===== config.mk =====
export PLATFORM = sky130hd
export DESIGN_NAME = popcount_tree
export DESIGN_NICKNAME = d
export VERILOG_FILES = /design/src/rtl/popcount_pkg.sv /design/src/rtl/pc_adder_layer.sv /design/src/rtl/pc_stage_reg.sv /design/src/rtl/popcount_tree.sv
export SDC_FILE = /design/constraint.sdc
export NUM_CORES = 1
export LEC_CHECK = 0
export ABC_CLOCK_PERIOD_IN_PS = 2100
export BUFFER_PORTS_ARGS = -buffer_cell sky130_fd_sc_hd__buf_2
export CORE_ASPECT_RATIO = 0.7
export CORE_MARGIN = 4
export CORE_UTILIZATION = 49
export CTS_CLUSTER_DIAMETER = 150
export DETAILED_ROUTE_END_ITERATION = 8
export PLACE_DENSITY_LB_ADDON = 0.12
export SYNTH_ARGS = -nofsm -noshare
export SYNTH_HDL_FRONTEND = slang
export SYNTH_SLANG_ARGS = --single-unit

===== constraint.sdc =====
create_clock -name clk -period 2.1 [get_ports clk]
set_input_delay 0.315 -clock clk [delete_from_list [all_inputs] [get_ports clk]]
set_output_delay 0.315 -clock clk [all_outputs]
set_load 0.005 [all_outputs]

===== src/rtl/popcount_pkg.sv =====
// Package popcount_pkg
// Elaboration-time helpers shared by the population count tree.
// Assumes: all arguments are constants known at elaboration.
package popcount_pkg;

    // Number of adder layers needed to reduce a word of the given width.
    function automatic int tree_levels(input int width);
        int lv;
        lv = 0;
        while ((1 << lv) < width) lv++;
        if (lv < 1) lv = 1;
        return lv;
    endfunction

    // Count of set bits among the low n bits of a stage mask.
    function automatic int mask_ones(input int unsigned mask, input int n);
        int c;
        c = 0;
        for (int i = 0; i < n; i++) begin
            if (((mask >> i) & 32'd1) != 0) c++;
        end
        return c;
    endfunction

endpackage


===== src/rtl/pc_adder_layer.sv =====
// Module pc_adder_layer
// One combinational layer of the tree. It adds neighbouring pairs of
// IN_W-bit partial sums and yields PAIRS sums of IN_W+1 bits.
// Assumes: every input partial sum is at most 2^(IN_W-1), so every
// output is at most 2^IN_W. clk and rst_n serve only the checks.
module pc_adder_layer #(
    parameter int IN_W  = 1,
    parameter int PAIRS = 8
) (
    input  logic                        clk,
    input  logic                        rst_n,
    input  logic [PAIRS*2*IN_W-1:0]     in_sums,
    output logic [PAIRS*(IN_W+1)-1:0]   out_sums
);

    localparam int OUT_W = IN_W + 1;
    localparam logic [OUT_W-1:0] SUM_MAX = OUT_W'(1) << IN_W;

    for (genvar p = 0; p < PAIRS; p++) begin : g_pair
        logic [IN_W-1:0]  lo_v;
        logic [IN_W-1:0]  hi_v;
        logic [OUT_W-1:0] sum_v;

        // Add one neighbouring pair with a widened result.
        always_comb begin
            lo_v  = in_sums[(2*p)*IN_W +: IN_W];
            hi_v  = in_sums[(2*p+1)*IN_W +: IN_W];
            sum_v = {1'b0, lo_v} + {1'b0, hi_v};
        end

        assign out_sums[p*OUT_W +: OUT_W] = sum_v;

        // a layer sum never exceeds the bit count it covers.
        assert_sum_bound_R4: assert property (
            @(posedge clk) disable iff (!rst_n)
            out_sums[p*OUT_W +: OUT_W] <= SUM_MAX
        );
    end

endmodule


===== src/rtl/pc_stage_reg.sv =====
// Module pc_stage_reg
// A pipeline register for one tree stage. It carries the stage's
// partial sums together with the valid flag.
// Assumes: synchronous active-low reset; it is placed only where the
// stage mask asks for a register.
module pc_stage_reg #(
    parameter int W = 8
) (
    input  logic         clk,
    input  logic         rst_n,
    input  logic [W-1:0] d,
    output logic [W-1:0] q
);

    logic armed_q;
    logic prev_rst_n_q;

    // Capture the stage every cycle; reset clears it.
    always_ff @(posedge clk) begin
        if (!rst_n) q <= '0;
        else        q <= d;
    end

    // Remember that a clock edge has passed and what reset was at it.
    always_ff @(posedge clk) begin
        armed_q      <= 1'b1;
        prev_rst_n_q <= rst_n;
    end

    // the first cycle after reset shows a cleared stage.
    assert_reset_clear_R9: assert property (
        @(posedge clk) disable iff (!rst_n)
        (armed_q && !prev_rst_n_q) |-> (q == '0)
    );

    // a placed register delays its stage by exactly one cycle.
    assert_stage_delay_R5: assert property (
        @(posedge clk) disable iff (!rst_n)
        (armed_q && prev_rst_n_q) |-> (q == $past(d))
    );

endmodule


===== src/rtl/popcount_tree.sv =====
// Module popcount_tree
// Counts the set bits of in_word with a binary adder tree. Bit k of
// STAGE_MASK puts a register at stage k: stage 0 is the padded input,
// stage k the output of adder layer k. The valid flag shares those
// registers, so latency equals the number of set mask bits.
// Assumes: WIDTH >= 2; mask bits above the last layer are ignored.
module popcount_tree
    import popcount_pkg::*;
#(
    parameter int          WIDTH      = 16,
    parameter int unsigned STAGE_MASK = 32'h15,
    localparam int         CNT_W      = $clog2(WIDTH + 1)
) (
    input  logic             clk,
    input  logic             rst_n,
    input  logic             in_valid,
    input  logic [WIDTH-1:0] in_word,
    output logic             out_valid,
    output logic [CNT_W-1:0] out_count
);

    localparam int LEVELS  = tree_levels(WIDTH);
    localparam int PADW    = 1 << LEVELS;
    localparam int SUM_W   = LEVELS + 1;
    localparam int LATENCY = mask_ones(STAGE_MASK, LEVELS + 1);

    logic [PADW-1:0]  padded_word;
    logic [SUM_W-1:0] tree_sum;

    // Zero-extend the word to the power-of-two width of the tree.
    always_comb begin
        padded_word = PADW'(in_word);
    end

    for (genvar k = 0; k <= LEVELS; k++) begin : g_lvl
        localparam int  NODES  = PADW >> k;
        localparam int  NW     = k + 1;
        localparam bit  REG_EN = ((STAGE_MASK >> k) & 32'd1) != 0;

        logic [NODES*NW-1:0] pre;
        logic [NODES*NW-1:0] post;
        logic                vpre;
        logic                vpost;

        if (k == 0) begin : g_src
            assign pre  = padded_word;
            assign vpre = in_valid;
        end else begin : g_add
            pc_adder_layer #(
                .IN_W  (k),
                .PAIRS (NODES)
            ) u_add (
                .clk      (clk),
                .rst_n    (rst_n),
                .in_sums  (g_lvl[k-1].post),
                .out_sums (pre)
            );
            assign vpre = g_lvl[k-1].vpost;
        end

        if (REG_EN) begin : g_reg
            pc_stage_reg #(
                .W (NODES*NW + 1)
            ) u_reg (
                .clk   (clk),
                .rst_n (rst_n),
                .d     ({vpre, pre}),
                .q     ({vpost, post})
            );
        end else begin : g_wire
            assign post  = pre;
            assign vpost = vpre;
        end
    end

    assign tree_sum  = g_lvl[LEVELS].post;
    assign out_valid = g_lvl[LEVELS].vpost;

    // Present the count only alongside a valid result.
    always_comb begin
        out_count = out_valid ? tree_sum[CNT_W-1:0] : '0;
    end

    // the full-width result fits the word width before truncation.
    assert_no_overflow_R3: assert property (
        @(posedge clk) disable iff (!rst_n)
        out_valid |-> (tree_sum <= SUM_W'(WIDTH))
    );

    if (LATENCY == 0) begin : g_chk_comb
        // with no registers, valid passes through in the same cycle.
        assert_same_cycle_R11: assert property (
            @(posedge clk) disable iff (!rst_n)
            out_valid == in_valid
        );
    end else begin : g_chk_lat
        logic [7:0] since_rst_q;

        // Count edges since reset, saturating at the latency.
        always_ff @(posedge clk) begin
            if (!rst_n)                          since_rst_q <= '0;
            else if (since_rst_q < 8'(LATENCY))  since_rst_q <= since_rst_q + 8'd1;
        end

        // the output valid repeats the input valid LATENCY cycles later.
        assert_valid_delay_R6: assert property (
            @(posedge clk) disable iff (!rst_n)
            (since_rst_q == 8'(LATENCY)) |-> (out_valid == $past(in_valid, LATENCY))
        );
    end

endmodule


Word level (Yosys, flattened, before mapping)
Cells that the tools add are included.
{"block": "totals", "input_bits": 19, "register_bits": 36}
{"block": "op_classes", "n_addsub": 15, "muxes": 1}
{"op": "1-bit by 1-bit adder with 2-bit output", "count": 8}
{"op": "2-bit by 2-bit adder with 3-bit output", "count": 4}
{"op": "3-bit by 3-bit adder with 4-bit output", "count": 2}
{"op": "4-bit by 4-bit adder with 5-bit output", "count": 1}
{"op": "5-bit 2-to-1 mux", "count": 1}

Logic depth before layout (Yosys ltp)
{"block": "logic_depth", "ltp_word": 2, "ltp_mapped": 9, "depth_no_buf": 9}

Modules after synthesis
A second synthesis with hierarchy kept.
{"block": "hier_totals", "hier_cells": 141, "hier_area_um2": 1606.5}
{"module": "pc_stage_reg at g_lvl[0].g_reg.u_reg", "cells_per_inst": 35, "n_inst": 1, "area_each_um2": 474.2}
{"module": "pc_stage_reg at g_lvl[2].g_reg.u_reg", "cells_per_inst": 27, "n_inst": 1, "area_each_um2": 364.1}
{"module": "pc_adder_layer at g_lvl[3].g_add.u_add", "cells_per_inst": 20, "n_inst": 1, "area_each_um2": 175.2}
{"module": "pc_adder_layer at g_lvl[2].g_add.u_add", "cells_per_inst": 18, "n_inst": 1, "area_each_um2": 167.7}
{"module": "pc_stage_reg at g_lvl[4].g_reg.u_reg", "cells_per_inst": 12, "n_inst": 1, "area_each_um2": 157.7}
{"module": "pc_adder_layer at g_lvl[4].g_add.u_add", "cells_per_inst": 16, "n_inst": 1, "area_each_um2": 136.4}
{"module": "pc_adder_layer at g_lvl[1].g_add.u_add", "cells_per_inst": 8, "n_inst": 1, "area_each_um2": 100.1}
{"module": "popcount_tree", "cells_per_inst": 5, "n_inst": 1, "area_each_um2": 31.3}

Worst setup path after synthesis
OpenSTA, ideal clock, no wires.
{"block": "synth_timing", "path_type": "reg2reg", "from": "reg g_lvl[2].g_reg.u_reg.q[1]", "to": "reg g_lvl[4].g_reg.u_reg.q[3]", "path_buffers": 0, "setup_ns": 0.115, "setup_slack_ns": -0.236, "period_less_slack_ns": 2.336, "t_required_ns": 1.985, "stages_incl_launch_ff": 10, "arrival_ns": 2.221, "cell_sequence": "dfxtp_1 -> inv_1 -> fa_1 -> inv_1 -> fa_1 -> ha_1 -> inv_1 -> fa_1 -> xnor2_1 -> and2_1"}
{"block": "synth_via", "elab_chain_cells": 2}
{"item": "start: declaration", "line_no": "pc_stage_reg.sv:12", "source": "output logic [W-1:0] q"}
{"item": "start signal: assignment", "line_no": "pc_stage_reg.sv:20", "source": "if (!rst_n) q <= '0;"}
{"item": "start signal: assignment", "line_no": "pc_stage_reg.sv:21", "source": "else q <= d;"}
{"item": "3-bit by 3-bit adder with 4-bit output", "line_no": "pc_adder_layer.sv:28", "source": "sum_v = {1'b0, lo_v} + {1'b0, hi_v};"}
{"item": "4-bit by 4-bit adder with 5-bit output", "line_no": "pc_adder_layer.sv:28"}
{"item": "end signal: assignment", "line_no": "pc_stage_reg.sv:20"}
{"item": "end signal: assignment", "line_no": "pc_stage_reg.sv:21"}
{"item": "end: declaration", "line_no": "pc_stage_reg.sv:12"}
No other way between the ends.
A chain may end at the register's enable or synchronous reset.

Worst setup path in the final report
{"block": "layout_timing", "from": "reg g_lvl[2].g_reg.u_reg.q[7]", "to": "reg g_lvl[4].g_reg.u_reg.q[3]"}
The elaborated chain is that of the path after synthesis.

==> flow_metrics.env <==
export IMPL_status="complete, but fails checks"
export IMPL_violations="negative setup slack"
export IMPL_cts_max_level=2
export IMPL_timing_critical_path_arrival_ns=2.49
export IMPL_detail_route_antenna_nets=0
export IMPL_drt_pass1_iterations=2
export IMPL_floorplan_initialDensity=0.524
export IMPL_syn_area_per_cell_um2=11.1
export IMPL_fin_area_mm2=0.00173
export IMPL_maxClockFrequency_mhz=433
export IMPL_irDropWorstVdd_v=0.000418
export IMPL_drc=0
export IMPL_max_slew_margin_rel=0.703
export IMPL_timing_final_setup_violations=3
export IMPL_ys_warnings_count=0
export IMPL_synth_net_count=176
export IMPL_crit_path_start_kind="register"
export IMPL_leading_area_contributor_after_synthesis="sky130_fd_sc_hd__dfxtp_1"
export IMPL_slew_violations=0
export IMPL_power_density_mw_per_mm2=800
export IMPL_hold_viol=0
export IMPL_antenna_diode_instance_count=0
export IMPL_num_nets_final=204
export IMPL_worst_setup_ep="g_lvl[4].g_reg.u_reg.q[3]$_SDFF_PN0_"
export IMPL_worst_ep_required_time_ns=2.28
export IMPL_clock_skew_final_ns=0.00297
export IMPL_syn2layout_area_growth_pct=15.2
export IMPL_critical_path_cell_count=9
export IMPL_routed_wire_length_per_instance_um=9.47
export IMPL_min_delay_path_class="input port to register"
export IMPL_timing_critical_path_to_type="register"
export IMPL_drt_total_wl_um=1890
export IMPL_io_pins=25
export IMPL_gp_congestion=0.753
export IMPL_cp_slowest_cell="sky130_fd_sc_hd__fa_1"
export IMPL_post_route_utilization=0.603
export IMPL_final_layout_size_suffix_gt1_frac=0.226
export IMPL_final_critical_path_setup_slack_ns=-0.211
export IMPL_port_buffers=24
export IMPL_timing_critical_path_fanout_max=2
export IMPL_via_count_of_the_first_global_routing_pass=852
export IMPL_synthesis_instances=135
export IMPL_ctsRootBufferMaster="sky130_fd_sc_hd__clkbuf_8"
export IMPL_cp_slowest_stage_delay_ns=0.52
export IMPL_cts_num_sinks=36
export IMPL_layout_min_cycle_time_ns=2.31
export IMPL_drv_cap=0
export IMPL_fp_coreArea_mm2=0.00286
export IMPL_global_route_usage_total=0.120
export IMPL_worstMarginPinSlew_ns=0.445
export IMPL_floorplan_die_width_um=74.1
export IMPL_post_synth_instance_area_mm2=0.00150
export IMPL_worstReg2RegEnd="g_lvl[4].g_reg.u_reg.q[3]$_SDFF_PN0_"
export IMPL_path_cells="inv_2, fa_1, inv_1, fa_1, ha_2, inv_2, fa_2, xnor2_1, and2_1"
export IMPL_r2r_slack_ns=-0.21
export IMPL_clk_path_buf_depth=2
export IMPL_post_route_period_util=1.10
export IMPL_launching_element_of_the_worst_setup_path="g_lvl[2].g_reg.u_reg.q[7]$_SDFF_PN0_"
export IMPL_number_of_flip_flops_under_the_largest_register_name=36
export IMPL_worst_r2r_startpoint="g_lvl[2].g_reg.u_reg.q[7]$_SDFF_PN0_"
export IMPL_clk_pin_slew_worst_paths_ns=0.06
export IMPL_cts_hold_fix_buffers=0
export IMPL_placed_area_mm2=0.00164
export IMPL_grt_first_pass_wirelength_um=3460
export IMPL_cp_top_family="adder cells"
export IMPL_cts_tree="done"
export IMPL_timing_worst_setup_path_type="register to register"
export IMPL_grt_setup_unrepaired="yes"
export IMPL_leakage_nw=0.864
export IMPL_grt_start_max_net_pins=37
export IMPL_ys_ff_latch=36
export IMPL_die_area_mm2=0.00402
export IMPL_yosysUniqueCellTypes=11
export IMPL_yosys_area_top_type_share=0.481
export IMPL_die_h_um=54.3
export IMPL_rr_worst_depth=9
export IMPL_drt_iter0_drc=12
export IMPL_detailedPlacementHpwl_um=1480
export IMPL_vias=848
export IMPL_grt_antenna_before_repair=0
export IMPL_drt_vias_per_instance=4.24
export IMPL_sequential_share_of_the_synthesized_area=0.481
export IMPL_netlist_top_cells_area="sky130_fd_sc_hd__dfxtp_1 48%, sky130_fd_sc_hd__and2_1 16%, sky130_fd_sc_hd__fa_1 13%, sky130_fd_sc_hd__ha_1 10%, sky130_fd_sc_hd__inv_1 7.5%"
export IMPL_largest_register="g_lvl.g_reg.u_reg.q"
export IMPL_rows=16
export IMPL_worst_path_buf_inv=3
export IMPL_cts_buffers=5
export IMPL_layout_top_registers="g_lvl.g_reg.u_reg.q x36"
export IMPL_gr_total_overflow=0
export IMPL_insertion_delay_ns=0.28
-- cell type report --
type	count	area, um^2
clock buffer	8	90.1
fill	261	1140
inverter	30	113
multi-input combinational	66	637
sequential	36	722
tap	36	45.0
timing repair buffer	24	120
-- power breakdown --
| group | internal [mW] | switching, mW |
|---|---|---|
| combinational | 0.0763 | 0.0692 |
| clock | 0.267 | 0.220 |
| sequential | 0.734 | 0.0159 |
-- routing by layer --
metal	GRT usage	part of all wire	vias to the layer above
li1	-	-	445
met1	0.138	0.45	383
met2	0.190	0.47	20
met3	0.0716	0.081	0
met4	0.0361	0	0
met5	0	0	-
-- worst min-delay path by stage --
stage                                                from                               endpoint  slack [ns]  depth (start not counted)
detailed placement  g_lvl[0].g_reg.u_reg.q[16]$_SDFF_PN0_  g_lvl[2].g_reg.u_reg.q[12]$_SDFF_PN0_        0.42                          1
finish                                         in_word[3]   g_lvl[0].g_reg.u_reg.q[3]$_SDFF_PN0_        0.23                          2
CTS                                            in_word[3]   g_lvl[0].g_reg.u_reg.q[3]$_SDFF_PN0_        0.22                          2
global placement    g_lvl[0].g_reg.u_reg.q[16]$_SDFF_PN0_  g_lvl[2].g_reg.u_reg.q[12]$_SDFF_PN0_        0.42                          1
floorplan           g_lvl[0].g_reg.u_reg.q[16]$_SDFF_PN0_  g_lvl[2].g_reg.u_reg.q[12]$_SDFF_PN0_        0.41                          1
global route                                   in_word[3]   g_lvl[0].g_reg.u_reg.q[3]$_SDFF_PN0_        0.22                          2
-- logic make-up (layout without fill, tap and decap cells) --
kind of cell / Yosys count / after routing / share of synthesized area
AOI/OAI and AO/OA: 2 / 2 / 0.0109
xor gates and xnor gates: 1 / 1 / 0.00584
buffers and inverters: 33 / 62 / 0.0977
adders and majority gates: 22 / 22 / 0.234
and+or+nand+nor: 41 / 41 / 0.171
DFF: 36 / 36 / 0.481
-- stage by stage --
stage | setup TNS (ns) | setup WS [ns] | std cells | total power, mW | hold WS [ns]
2_1_floorplan | -0.394 | -0.172 | 135 | 0.870 | 0.412
3_3_place_gp | -0.507 | -0.202 | 192 | 0.907 | 0.415
3_5_place_dp | -0.616 | -0.232 | 192 | 0.918 | 0.417
4_1_cts | -0.632 | -0.230 | 200 | 1.41 | 0.218
5_1_grt | -0.834 | -0.292 | 200 | 1.47 | 0.217
6_report | -0.582 | -0.211 | 200 | 1.38 | 0.229
-- cell usage after synthesis --
master,instances
sky130_fd_sc_hd__and2_1,39
sky130_fd_sc_hd__dfxtp_1,36
sky130_fd_sc_hd__inv_1,30
sky130_fd_sc_hd__ha_1,12
sky130_fd_sc_hd__fa_1,10
sky130_fd_sc_hd__buf_6,3
sky130_fd_sc_hd__a211oi_1,1
sky130_fd_sc_hd__nor2_2,1
sky130_fd_sc_hd__nor2b_1,1
sky130_fd_sc_hd__o21ai_2,1
sky130_fd_sc_hd__xnor2_1,1
-- cells in the final DEF, fill, tap and decap left out, drive strengths merged --
master and instances:
clkbuf 8, o21ai 1, and2 39, inv 30, a211oi 1, fa 10
nor2b 1, dfxtp 36, buf 24, nor2 1, xnor2 1, ha 12
-- repair_timing --
| item | 4_1_cts | 5_1_grt |
|---|---|---|
| buffers inserted | 0 | 0 |
| gates resized for setup | 0 | 2 |
| setup endpoints to repair | 3 | 3 |
| pin swaps | 2 | 1 |
| gates cloned | 0 | 0 |
(Power assumes the default switching activity.)
